$ cat config.mk
export PLATFORM = sky130hd
export DESIGN_NAME = cmp_timer16
export DESIGN_NICKNAME = d
export VERILOG_FILES = /design/src/rtl/cmp_timer16_pkg.sv /design/src/rtl/cmp_timer16_regbus.sv /design/src/rtl/cmp_timer16_counter.sv /design/src/rtl/cmp_timer16_chan.sv /design/src/rtl/cmp_timer16.sv
export SDC_FILE = /design/constraint.sdc
export NUM_CORES = 1
export LEC_CHECK = 0
export BUFFER_PORTS_ARGS = -buffer_cell sky130_fd_sc_hd__buf_2
export CORE_MARGIN = 2
export CORE_UTILIZATION = 50
export CTS_CLUSTER_DIAMETER = 150
export DETAILED_ROUTE_END_ITERATION = 10
export HOLD_SLACK_MARGIN = 0.15
export PLACE_DENSITY_LB_ADDON = 0.25
export SETUP_SLACK_MARGIN = 0.3
export SYNTH_ARGS = -nofsm -noshare
export SYNTH_HDL_FRONTEND = slang
export SYNTH_SLANG_ARGS = --single-unit
$ cat constraint.sdc
create_clock -name clk -period 2.3 [get_ports clk]
set_input_delay 0.46 -clock clk [delete_from_list [all_inputs] [get_ports clk]]
set_output_delay 0.46 -clock clk [all_outputs]
set_load 0.1 [all_outputs]
$ cat src/rtl/cmp_timer16_pkg.sv
// Shared types and helpers for the 16-bit compare timer.
// Assumes two-bit mode and action codes as listed in the brief.
package cmp_timer16_pkg;

    typedef enum logic [1:0] {
        MODE_PLAIN = 2'b00,
        MODE_CTC   = 2'b01,
        MODE_PWM_X = 2'b10,
        MODE_PWM_Y = 2'b11
    } wave_mode_e;

    typedef enum logic [1:0] {
        ACT_HOLD   = 2'b00,
        ACT_TOGGLE = 2'b01,
        ACT_LOW    = 2'b10,
        ACT_HIGH   = 2'b11
    } out_act_e;

    // Next pin level for a given action and current level.
    function automatic logic next_pin(input logic [1:0] act, input logic cur);
        case (out_act_e'(act))
            ACT_TOGGLE: return ~cur;
            ACT_LOW:    return 1'b0;
            ACT_HIGH:   return 1'b1;
            default:    return cur;
        endcase
    endfunction

    // Pulse-width-class codes have the upper bit set.
    function automatic logic mode_is_pwm(input wave_mode_e m);
        return m[1];
    endfunction

endpackage

$ cat src/rtl/cmp_timer16_regbus.sv
// Register decode for the compare timer: shared high-byte holding register,
// control fields, force strobes and flag-clear strobes, and the read mux.
// Assumes bus_we and bus_re are never raised together.
module cmp_timer16_regbus
    import cmp_timer16_pkg::*;
#(
    parameter int BUS_W  = 8,
    parameter int N_CH   = 3,
    parameter int ADDR_W = 4
) (
    input  logic                    clk,
    input  logic                    rst_n,
    input  logic                    bus_we,
    input  logic                    bus_re,
    input  logic [ADDR_W-1:0]       bus_addr,
    input  logic [BUS_W-1:0]        bus_wdata,
    input  logic [2*BUS_W-1:0]      cnt_val,
    input  logic [N_CH*2*BUS_W-1:0] cmp_flat,
    input  logic [N_CH-1:0]         flags,
    output logic [BUS_W-1:0]        bus_rdata,
    output logic [N_CH:0]           wide_wr,
    output logic [2*BUS_W-1:0]      wide_wdata,
    output wave_mode_e              mode,
    output logic [2*N_CH-1:0]       act_bits,
    output logic [N_CH-1:0]         force_stb,
    output logic [N_CH-1:0]         flag_clr
);
    localparam int CNT_W  = 2 * BUS_W;
    localparam int N_WIDE = N_CH + 1;
    localparam int IDX_W  = ADDR_W - 1;
    localparam logic [ADDR_W-1:0] A_MODE  = ADDR_W'(2 * N_WIDE);
    localparam logic [ADDR_W-1:0] A_ACT   = ADDR_W'(2 * N_WIDE + 1);
    localparam logic [ADDR_W-1:0] A_FORCE = ADDR_W'(2 * N_WIDE + 2);
    localparam logic [ADDR_W-1:0] A_FLAG  = ADDR_W'(2 * N_WIDE + 3);

    logic [BUS_W-1:0] hold_q;
    logic [CNT_W-1:0] wide_val [N_WIDE];
    logic [CNT_W-1:0] sel_val;
    logic             is_wide;
    logic             is_lo;
    logic [IDX_W-1:0] wide_idx;

    assign is_wide  = (bus_addr < A_MODE);
    assign is_lo    = ~bus_addr[0];
    assign wide_idx = bus_addr[ADDR_W-1:1];

    // Gather the counter and compare values into one indexed view.
    assign wide_val[0] = cnt_val;
    for (genvar g = 0; g < N_CH; g++) begin : g_val
        assign wide_val[g+1] = cmp_flat[g*CNT_W +: CNT_W];
    end

    // Select the 16-bit register addressed by the current bus cycle.
    always_comb begin
        sel_val = '0;
        for (int k = 0; k < N_WIDE; k++) begin
            if (wide_idx == IDX_W'(k)) sel_val = wide_val[k];
        end
    end

    // Per-register commit strobes for low-byte writes.
    for (genvar g = 0; g < N_WIDE; g++) begin : g_wr
        assign wide_wr[g] = bus_we && is_wide && is_lo && (wide_idx == IDX_W'(g));
    end
    assign wide_wdata = {hold_q, bus_wdata};

    // Shared holding register: loaded by high writes and by low reads.
    always_ff @(posedge clk) begin
        if (!rst_n)                               hold_q <= '0;
        else if (bus_we && is_wide && !is_lo)     hold_q <= bus_wdata;
        else if (bus_re && is_wide && is_lo)      hold_q <= sel_val[CNT_W-1:BUS_W];
    end

    // Mode and action control fields.
    always_ff @(posedge clk) begin
        if (!rst_n) begin
            mode     <= MODE_PLAIN;
            act_bits <= '0;
        end else if (bus_we && bus_addr == A_MODE) begin
            mode     <= wave_mode_e'(bus_wdata[1:0]);
        end else if (bus_we && bus_addr == A_ACT) begin
            act_bits <= bus_wdata[2*N_CH-1:0];
        end
    end

    // One-cycle strobes decoded straight from the write.
    assign force_stb = (bus_we && bus_addr == A_FORCE) ? bus_wdata[N_CH-1:0] : '0;
    assign flag_clr  = (bus_we && bus_addr == A_FLAG)  ? bus_wdata[N_CH-1:0] : '0;

    // Read mux; the force register has no storage and reads zero.
    always_comb begin
        if (is_wide && is_lo)        bus_rdata = sel_val[BUS_W-1:0];
        else if (is_wide)            bus_rdata = hold_q;
        else if (bus_addr == A_MODE) bus_rdata = BUS_W'(mode);
        else if (bus_addr == A_ACT)  bus_rdata = BUS_W'(act_bits);
        else if (bus_addr == A_FLAG) bus_rdata = BUS_W'(flags);
        else                         bus_rdata = '0;
    end


    force_reads_zero_chk: assert property (@(posedge clk) disable iff (!rst_n)
        (bus_addr == A_FORCE) |-> (bus_rdata == '0));


    hold_load_chk: assert property (@(posedge clk) disable iff (!rst_n)
        (bus_we && is_wide && !is_lo) |=> (hold_q == $past(bus_wdata)));

endmodule

$ cat src/rtl/cmp_timer16_counter.sv
// Counter core: counts on tick, clears on a channel-A hit in CTC mode and
// holds a one-tick suppression flag after every bus write to the count.
// Assumes ctc_hit already excludes suppressed ticks.
module cmp_timer16_counter
    import cmp_timer16_pkg::*;
#(
    parameter int CNT_W = 16
) (
    input  logic             clk,
    input  logic             rst_n,
    input  logic             tick,
    input  logic             wr_en,
    input  logic [CNT_W-1:0] wr_val,
    input  logic             ctc_hit,
    input  wave_mode_e       mode,
    output logic [CNT_W-1:0] cnt,
    output logic             blk
);
    // Count register with write priority over tick.
    always_ff @(posedge clk) begin
        if (!rst_n) begin
            cnt <= '0;
            blk <= 1'b0;
        end else if (wr_en) begin
            cnt <= wr_val;
            blk <= 1'b1;
        end else if (tick) begin
            blk <= 1'b0;
            cnt <= (ctc_hit && mode == MODE_CTC) ? '0 : cnt + 1'b1;
        end
    end


    wrap_plain_chk: assert property (@(posedge clk) disable iff (!rst_n)
        (tick && !wr_en && mode == MODE_PLAIN && cnt == '1) |=> (cnt == '0));


    hold_idle_chk: assert property (@(posedge clk) disable iff (!rst_n)
        (!tick && !wr_en) |=> $stable(cnt));


    ctc_clear_chk: assert property (@(posedge clk) disable iff (!rst_n)
        (tick && !wr_en && ctc_hit && mode == MODE_CTC) |=> (cnt == '0));

endmodule

$ cat src/rtl/cmp_timer16_chan.sv
// One compare channel: holds its compare value, detects hits on tick,
// drives its waveform pin and keeps a sticky match flag.
// Assumes force_stb and flag_clr are single-cycle strobes.
module cmp_timer16_chan
    import cmp_timer16_pkg::*;
#(
    parameter int CNT_W = 16
) (
    input  logic             clk,
    input  logic             rst_n,
    input  logic             tick,
    input  logic             blk,
    input  logic [CNT_W-1:0] cnt,
    input  logic             cmp_wr,
    input  logic [CNT_W-1:0] cmp_wdata,
    input  logic [1:0]       act,
    input  logic             pwm,
    input  logic             force_stb,
    input  logic             flag_clr,
    output logic [CNT_W-1:0] cmp_val,
    output logic             hit,
    output logic             pin,
    output logic             flag
);
    // Compare value storage.
    always_ff @(posedge clk) begin
        if (!rst_n)      cmp_val <= '0;
        else if (cmp_wr) cmp_val <= cmp_wdata;
    end

    // A real hit needs a tick, no pending suppression and equality.
    assign hit = tick && !blk && (cnt == cmp_val);

    // Pin update, applied once for a hit, a force, or both together.
    always_ff @(posedge clk) begin
        if (!rst_n)                         pin <= 1'b0;
        else if (!pwm && (hit || force_stb)) pin <= next_pin(act, pin);
    end

    // Sticky flag: set by real hits only, set wins over clear.
    always_ff @(posedge clk) begin
        if (!rst_n)        flag <= 1'b0;
        else if (hit)      flag <= 1'b1;
        else if (flag_clr) flag <= 1'b0;
    end


    force_no_flag_chk: assert property (@(posedge clk) disable iff (!rst_n)
        (force_stb && !hit) |=> $stable(flag));


    pwm_pin_hold_chk: assert property (@(posedge clk) disable iff (!rst_n)
        pwm |=> $stable(pin));


    flag_sticky_chk: assert property (@(posedge clk) disable iff (!rst_n)
        (flag && !flag_clr) |=> flag);


    single_toggle_chk: assert property (@(posedge clk) disable iff (!rst_n)
        (hit && force_stb && !pwm && act == 2'b01) |=> (pin != $past(pin)));

endmodule

$ cat src/rtl/cmp_timer16.sv
// Top of the 16-bit compare timer: register bus, counter core and one
// compare channel per output pin. Channel 0 (A) sets the CTC period.
// Assumes the bus never reads and writes in the same cycle.
module cmp_timer16
    import cmp_timer16_pkg::*;
#(
    parameter int BUS_W  = 8,
    parameter int N_CH   = 3,
    parameter int ADDR_W = 4
) (
    input  logic              clk,
    input  logic              rst_n,
    input  logic              tick,
    input  logic              bus_we,
    input  logic              bus_re,
    input  logic [ADDR_W-1:0] bus_addr,
    input  logic [BUS_W-1:0]  bus_wdata,
    output logic [BUS_W-1:0]  bus_rdata,
    output logic [N_CH-1:0]   wave_out,
    output logic [N_CH-1:0]   cmp_flag
);
    localparam int CNT_W = 2 * BUS_W;

    logic [N_CH:0]         wide_wr;
    logic [CNT_W-1:0]      wide_wdata;
    wave_mode_e            mode;
    logic [2*N_CH-1:0]     act_bits;
    logic [N_CH-1:0]       force_stb;
    logic [N_CH-1:0]       flag_clr;
    logic [N_CH*CNT_W-1:0] cmp_flat;
    logic [N_CH-1:0]       hit_vec;
    logic [CNT_W-1:0]      cnt;
    logic                  blk;
    logic                  pwm;

    assign pwm = mode_is_pwm(mode);

    cmp_timer16_regbus #(.BUS_W(BUS_W), .N_CH(N_CH), .ADDR_W(ADDR_W)) u_bus (
        .clk        (clk),
        .rst_n      (rst_n),
        .bus_we     (bus_we),
        .bus_re     (bus_re),
        .bus_addr   (bus_addr),
        .bus_wdata  (bus_wdata),
        .cnt_val    (cnt),
        .cmp_flat   (cmp_flat),
        .flags      (cmp_flag),
        .bus_rdata  (bus_rdata),
        .wide_wr    (wide_wr),
        .wide_wdata (wide_wdata),
        .mode       (mode),
        .act_bits   (act_bits),
        .force_stb  (force_stb),
        .flag_clr   (flag_clr)
    );

    cmp_timer16_counter #(.CNT_W(CNT_W)) u_cnt (
        .clk     (clk),
        .rst_n   (rst_n),
        .tick    (tick),
        .wr_en   (wide_wr[0]),
        .wr_val  (wide_wdata),
        .ctc_hit (hit_vec[0]),
        .mode    (mode),
        .cnt     (cnt),
        .blk     (blk)
    );

    for (genvar g = 0; g < N_CH; g++) begin : g_ch
        cmp_timer16_chan #(.CNT_W(CNT_W)) u_ch (
            .clk       (clk),
            .rst_n     (rst_n),
            .tick      (tick),
            .blk       (blk),
            .cnt       (cnt),
            .cmp_wr    (wide_wr[g+1]),
            .cmp_wdata (wide_wdata),
            .act       (act_bits[2*g +: 2]),
            .pwm       (pwm),
            .force_stb (force_stb[g]),
            .flag_clr  (flag_clr[g]),
            .cmp_val   (cmp_flat[g*CNT_W +: CNT_W]),
            .hit       (hit_vec[g]),
            .pin       (wave_out[g]),
            .flag      (cmp_flag[g])
        );
    end


    write_blocks_tick_chk: assert property (@(posedge clk) disable iff (!rst_n)
        wide_wr[0] |=> (tick |-> (hit_vec == '0)));


    force_keeps_count_chk: assert property (@(posedge clk) disable iff (!rst_n)
        (force_stb[0] && mode == MODE_CTC && !tick && !wide_wr[0]) |=> (cnt == $past(cnt)));

endmodule

==> results of run 1 <==
==> registers in the layout, summed over array words and instances (netlist names) <==
| name | cells |
|---|---|
| u_bus.mode | 2 |
| g_ch.u_ch.pin | 3 |
| u_cnt.blk | 1 |
| u_bus.hold_q | 8 |
| g_ch.u_ch.cmp_val | 48 |
| u_bus.act_bits | 6 |
| g_ch.u_ch.flag | 3 |
| u_cnt.cnt | 16 |
==> critical path, stage by stage, from the launching register on <==
cell and delay [ps]:
dfxtp_2 330, or2_4 210, mux4_2 470, mux2i_2 210
o21ai_4 80, buf_12 160
==> power by group <==
group	internal (mW)	total, mW	switching [mW]
registers	1.53	1.59	0.0520
logic	0.229	0.581	0.352
clock network	0.402	1.02	0.621
total	2.17	3.19	1.03
==> what timing repair did <==
| item | in CTS | in global routing |
|---|---|---|
| hold buffers | 0 | 0 |
| pin swaps | 10 | 9 |
| buffers inserted | 13 | 6 |
| resized for setup | 59 | 22 |
| cloned | 0 | 0 |
| setup endpoints to repair | 10 | 26 |
==> cells in the final DEF (no fill, tap or decap), drive strengths merged, types with 2 or more instances in the layout <==
cell type / instances
inv: 11
nor4: 6
mux4: 16
a21oi: 2
xnor2: 47
buf: 101
nand3: 17
nand2b: 5
clkinvlp: 2
o21ai: 15
nor4b: 3
nor3: 16
nor3b: 6
o31ai: 15
o41ai: 2
o221ai: 8
clkinv: 4
nand4: 11
and3: 5
nor2: 18
and4: 3
clkbuf: 9
a22oi: 2
mux2i: 47
mux2: 2
nor2b: 46
xor2: 11
nand2: 78
dfxtp: 87
o211ai: 4
and2: 4
a21boi: 21
==> area by class of cell <==
cell class / instances / area, sq um
Clock buffer: 9 / 124
Clock inverter: 7 / 55.1
Tap cell: 136 / 170
Sequential cell: 87 / 1770
Multi-Input combinational cell: 428 / 3450
Timing Repair Buffer: 101 / 891
Fill cell: 830 / 3830
Inverter: 10 / 37.5
==> how the worst max path moves through the flow <==
stage | endpoint | slack [ps] | startpoint | cells after the start
5_1_grt | bus_rdata[5] | -60 | g_ch[2].u_ch.cmp_val[5]$_SDFFE_PN0P_ | 5
3_5_place_dp | bus_rdata[4] | -170 | bus_addr[1] | 6
3_3_place_gp | bus_rdata[1] | -150 | bus_addr[1] | 8
4_1_cts | bus_rdata[5] | -20 | g_ch[2].u_ch.cmp_val[5]$_SDFFE_PN0P_ | 5
6_report | bus_rdata[5] | -6 | g_ch[2].u_ch.cmp_val[5]$_SDFFE_PN0P_ | 5
2_1_floorplan | bus_rdata[5] | 140 | bus_addr[1] | 5
==> cell usage after synthesis, drive strengths merged (2+ instances only) <==
library cell / instances / area [sq um]
dfxtp: 87 / 1740
nand2: 78 / 293
mux2i: 47 / 470
xnor2: 47 / 412
nor2b: 46 / 288
buf: 32 / 230
clkbuf: 26 / 118
a21boi: 21 / 158
nor2: 18 / 67.6
nand3: 17 / 85.1
mux4: 16 / 364
nor3: 16 / 80.1
o21ai: 15 / 75.1
o31ai: 15 / 113
nand4: 11 / 83.8
xor2: 11 / 111
inv: 9 / 33.8
o221ai: 8 / 70.1
nor3b: 6 / 45.0
nor4: 6 / 80.1
and3: 5 / 31.3
nand2b: 5 / 31.3
and2: 4 / 26.3
o211ai: 4 / 30.0
and4: 3 / 27.5
nor4b: 3 / 41.3
a21oi: 2 / 10.0
a22oi: 2 / 15.0
mux2: 2 / 22.5
o41ai: 2 / 17.5
==> metrics by stage <==
stage / TNS [ps] / hold slack, ps / power [mW]
finish: -5.89 / 397 / 3.19
global route: -57.8 / 391 / 3.32
CTS: -20.6 / 381 / 3.17
detailed placement: -829 / 472 / 2.13
global placement: -613 / 458 / 2.12
floorplan: 0 / 438 / 1.99
==> logic make-up (layout without fill, tap and decap cells) <==
logic type	Yosys count	in the layout	share of synthesized area, %
AO/OA/AOI/OAI	79	79	10.9
XOR/XNOR	58	58	9.80
adder cells (fa/ha/maj)	1	1	0.234
buffers and inverters	68	127	7.22
flip-flops	87	87	32.6
multiplexers	65	65	16.1
AND/OR/NAND/NOR	225	225	23.2
==> routing by layer <==
layer	GRT usage, %	wire length, um	share of wire (%)
met1	36.9	6760	41
met2	48.4	7960	48
met3	4.72	938	5.7
met4	15.9	807	4.9
met5	0	0	0
==> impl_metrics.json, run 1 <==
{
  "worst_slew_pin_slew_ps": 615,
  "start_util_pct": 51.7,
  "die_width_um": 107,
  "final_cells": 778,
  "max-vdd-ir-drop_uv": 252,
  "hold_viol": 0,
  "ys_async_sr_fraction_pct": 0,
  "holdCritStartpoint": "bus_wdata[7]",
  "cts_tree": "built",
  "cts_buffer_depth": 2,
  "avgViaCountPerCell": 6.08,
  "synth.yosys.seq_area_share_pct": 32.6,
  "r2r_start": "u_cnt.cnt[6]$_SDFFE_PN0P_",
  "cts_sinks": 87,
  "cts_made_buffers": 9,
  "period_needed_ps": 2310,
  "ys.flop_type": "dfxtp_1",
  "drt-initial-drc-count": 332,
  "hold_path_end": "u_cnt.cnt[7]$_SDFFE_PN0P_",
  "grt_max_degree": 43,
  "avgSynthCellArea_sq_um": 9.15,
  "grt_overflow": 0,
  "cp-start-kind": "flip-flop",
  "max_slew_margin_pct": 59.0,
  "worstPathArrival_ps": 1850,
  "rsz0062_at_grt": "yes",
  "synth_fp_nets": 601,
  "p_leak_nw": 2.37,
  "slew_viol_final": 0,
  "min_path_type": "in2reg",
  "cp.required_ps": 1840,
  "first_global_vias": 4636,
  "setup_viol": 1,
  "ys_ff_latch": 87,
  "htreeDepth": 3,
  "critPathCaptureType": "output pin",
  "violations": "setup timing",
  "r2r_end": "g_ch[0].u_ch.pin$_SDFFE_PN0P_",
  "synth_edf_count": 0,
  "vias": 4734,
  "status": "finished, violations left",
  "final_nets": 655,
  "grt_pass1_wl_mm": 25.8,
  "final_util_pct": 62.9,
  "area_growth_pct": 21.8,
  "r2r_cells": 5,
  "rows": 37,
  "hpwl_mm": 11.7,
  "placedCellCount": 743,
  "antenna_found_initial": 0,
  "fmax_mhz": 434,
  "synth_warnings": 0,
  "synthCells": 583,
  "antenna_cells": 0,
  "syn_area_sq_um": 5340,
  "drc_errors": 0,
  "routabilityCongestion": 0.942,
  "drtAntennaViolNets": 0,
  "cts-root-buf": "clkbuf_8",
  "cap_violations": 0,
  "wl_per_cell_um": 21.2,
  "postLayoutCellArea_sq_um": 6500,
  "io_pins": 31,
  "finalWorstSetupSlack_ps": -5.89,
  "finalClockSkew_ps": 13.2,
  "core_area_sq_um": 10300,
  "worst-setup-path-type": "reg2out",
  "holdPathStages": 3,
  "drtPass1Iterations": 6,
  "die-area_sq_um": 11500,
  "synth_cell_types": 63,
  "path_clk_slew_ps": 100,
  "port_buffers": 30,
  "r2r_slack_ps": 330,
  "power_density_nw_per_um2": 491,
  "post-route-period-util_pct": 100,
  "insertion_delay_ps": 380,
  "pre_cts_ws_ps": -174,
  "cp_max_fo": 2,
  "routed_wl_mm": 16.5,
  "drive_above_1_share_pct": 29.8,
  "place_area_sq_um": 5870,
  "grt_usage_pct": 29.4,
  "die_y_um": 107
}
(Power assumes the default switching activity.)
==> run 2: changes to the inputs <==
SETUP_SLACK_MARGIN = 0.1   (was 0.3)
==> run 2 against run 1 <==
  * Die area is the same
  * Clock power is essentially flat
  * Core utilization shrank 0.80 points
  * Sequential share of layout area grew 0.16 points
  * First-iteration DRC count grew 7.5%
  * Global-route usage shrank 0.85 points
  * Clock-buffer cell count grew 2
  * The run still ends with setup timing left
  * Largest power group unchanged
  * Via count shrank 2.7%
  * Fmax shrank 0.54%
  * Critical endpoint unchanged
==> impl_metrics.json, run 2 (synthesis gave the netlist of run 1 again) <==
{
  "status": "finished, violations left",
  "violations": "setup timing",
  "top_regs": "g_ch.u_ch.cmp_val: 48 flops, u_cnt.cnt: 16 flops, u_bus.hold_q: 8 flops",
  "insertion_delay_ps": 370,
  "drive_above_1_share_pct": 27.3,
  "max_stage_delay_ps": 490,
  "port_buffers": 30,
  "finalClockSkew_ps": 14.9,
  "worstPathArrival_ps": 1860,
  "r2r_end": "g_ch[0].u_ch.pin$_SDFFE_PN0P_",
  "routed_wl_mm": 16.0,
  "cp_top_family": "multiplexers",
  "final_cells": 773,
  "worst_slew_pin_slew_ps": 654,
  "cp_cell_sequence": "or2_4, mux4_2, mux2i_4, o21ai_4, buf_12",
  "final_nets": 651,
  "cp.required_ps": 1840,
  "grt_pass1_wl_mm": 25.1,
  "fmax_mhz": 431,
  "hold_ws_ps": 403,
  "cts_hold_buffers": 0,
  "first_global_vias": 4647,
  "antenna_cells": 0,
  "wl_per_cell_um": 20.7,
  "finalWorstSetupSlack_ps": -18.5,
  "rows": 37,
  "period_needed_ps": 2320,
  "p_leak_nw": 2.32,
  "die_y_um": 107,
  "cts_made_buffers": 9,
  "drtAntennaViolNets": 0,
  "grt_overflow": 0,
  "grt_max_degree": 28,
  "die_width_um": 107,
  "regMostFlops": "g_ch.u_ch.cmp_val",
  "slew_viol_final": 0,
  "r2r_slack_ps": 230,
  "start_util_pct": 51.7,
  "final_util_pct": 62.1,
  "place_area_sq_um": 5890,
  "power_density_nw_per_um2": 492,
  "final_cell_mix": "nand2_1, dfxtp_1, buf_4",
  "min_path_type": "in2reg",
  "hold_path_end": "g_ch[0].u_ch.cmp_val[3]$_SDFFE_PN0P_",
  "max-vdd-ir-drop_uv": 259,
  "post-route-period-util_pct": 101,
  "worst-setup-path-type": "reg2out",
  "cts_tree": "built",
  "htreeDepth": 3,
  "cts-root-buf": "clkbuf_8",
  "crit_buf_inv": 1,
  "postLayoutCellArea_sq_um": 6410,
  "final_common_cell": "nand2_1",
  "r2r_start": "u_cnt.cnt[6]$_SDFFE_PN0P_",
  "cts_buffer_depth": 2,
  "drc_errors": 0,
  "register_area_sq_um": 1760,
  "holdCritStartpoint": "bus_wdata[3]",
  "cp_slowest_cell": "mux4_2",
  "path_clk_slew_ps": 90,
  "die-area_sq_um": 11500,
  "hold_viol": 0,
  "max_slew_margin_pct": 56.0,
  "vias": 4605,
  "drt-initial-drc-count": 357,
  "setup_viol": 1,
  "critPathCaptureType": "output pin",
  "avgViaCountPerCell": 5.96,
  "routabilityCongestion": 1.00,
  "drtPass1Iterations": 7,
  "pre_cts_ws_ps": -211,
  "multi_input_area_sq_um": 3440,
  "cp_max_fo": 2,
  "antenna_found_initial": 0,
  "placedCellCount": 748,
  "nFillCells": 848,
  "cp-start-kind": "flip-flop",
  "grt_usage_pct": 28.6,
  "area_growth_pct": 20.2,
  "core_area_sq_um": 10300,
  "r2r_cells": 5,
  "hpwl_mm": 11.8,
  "cap_violations": 0,
  "io_pins": 31,
  "largest_reg_flops": 48,
  "rsz0062_at_grt": "yes",
  "cts_sinks": 87,
  "holdPathStages": 3
}
==> run 2: cell count changes in the layout (fill, tap and decap cells not counted), moves of 2 or more <==
| cell | previous run | this run |
|---|---|---|
| dfxtp_1 | 68 | 74 |
| buf_8 | 1 | 3 |
| buf_6 | 6 | 4 |
| clkinv_4 | 2 | 0 |
| dfxtp_4 | 3 | 1 |
| mux2i_4 | 5 | 7 |
| dfxtp_2 | 16 | 12 |
| buf_12 | 12 | 9 |
| mux2i_2 | 3 | 1 |
==> run 2: metal layers <==
metal	track usage (%)	vias to the layer above	wire length, um
met5	0	-	0
met1	34.1	2231	6420
li1	-	2133	-
met3	6.66	48	1120
met2	49.2	193	7890
met4	12.1	0	545
==> run 2: report_power, final <==
part	internal, mW	switching [mW]	total, mW
combinational	0.220	0.347	0.567
sequential	1.54	0.0542	1.59
clock	0.421	0.578	0.999
total	2.18	0.979	3.16
==> run 2: worst max path at each step <==
stage | start | to | slack (ps) | cells past startpoint
global placement | bus_addr[1] | bus_rdata[5] | -140 | 6
floorplan | bus_addr[0] | bus_rdata[2] | 100 | 4
global route | g_ch[2].u_ch.cmp_val[5]$_SDFFE_PN0P_ | bus_rdata[5] | -70 | 5
CTS | g_ch[2].u_ch.cmp_val[5]$_SDFFE_PN0P_ | bus_rdata[5] | -40 | 5
detailed placement | bus_addr[1] | bus_rdata[4] | -210 | 6
finish | g_ch[2].u_ch.cmp_val[5]$_SDFFE_PN0P_ | bus_rdata[5] | -20 | 5
==> run 2: through the flow <==
stage | setup TNS, ps | power, mW
global placement | -811 | 2.13
finish | -18.5 | 3.16
global route | -70.7 | 3.26
CTS | -35.9 | 3.13
floorplan | 0 | 1.98
detailed placement | -1040 | 2.13
==> run 2: cell type report <==
type | instances | area share, %
Inverter | 10 | 0.585
Clock inverter | 4 | 0.488
Sequential cell | 87 | 27.4
Timing Repair Buffer | 97 | 13.0
Multi-Input combinational cell | 428 | 53.6
Tap cell | 136 | 2.65
Clock buffer | 11 | 2.20
==> run 2: repair_timing <==
item                                    4_1_cts  5_1_grt
setup buffers                                 4        6
endpoints found under the setup margin        8       10
resized for setup                            42       27
hold endpoints to repair                      0        0
pin swaps                                     4        6
==> run 2: tightest hold or removal path, stage by stage <==
cell,delay (ps)
buf_2,140
nand2_1,60
a21boi_0,60
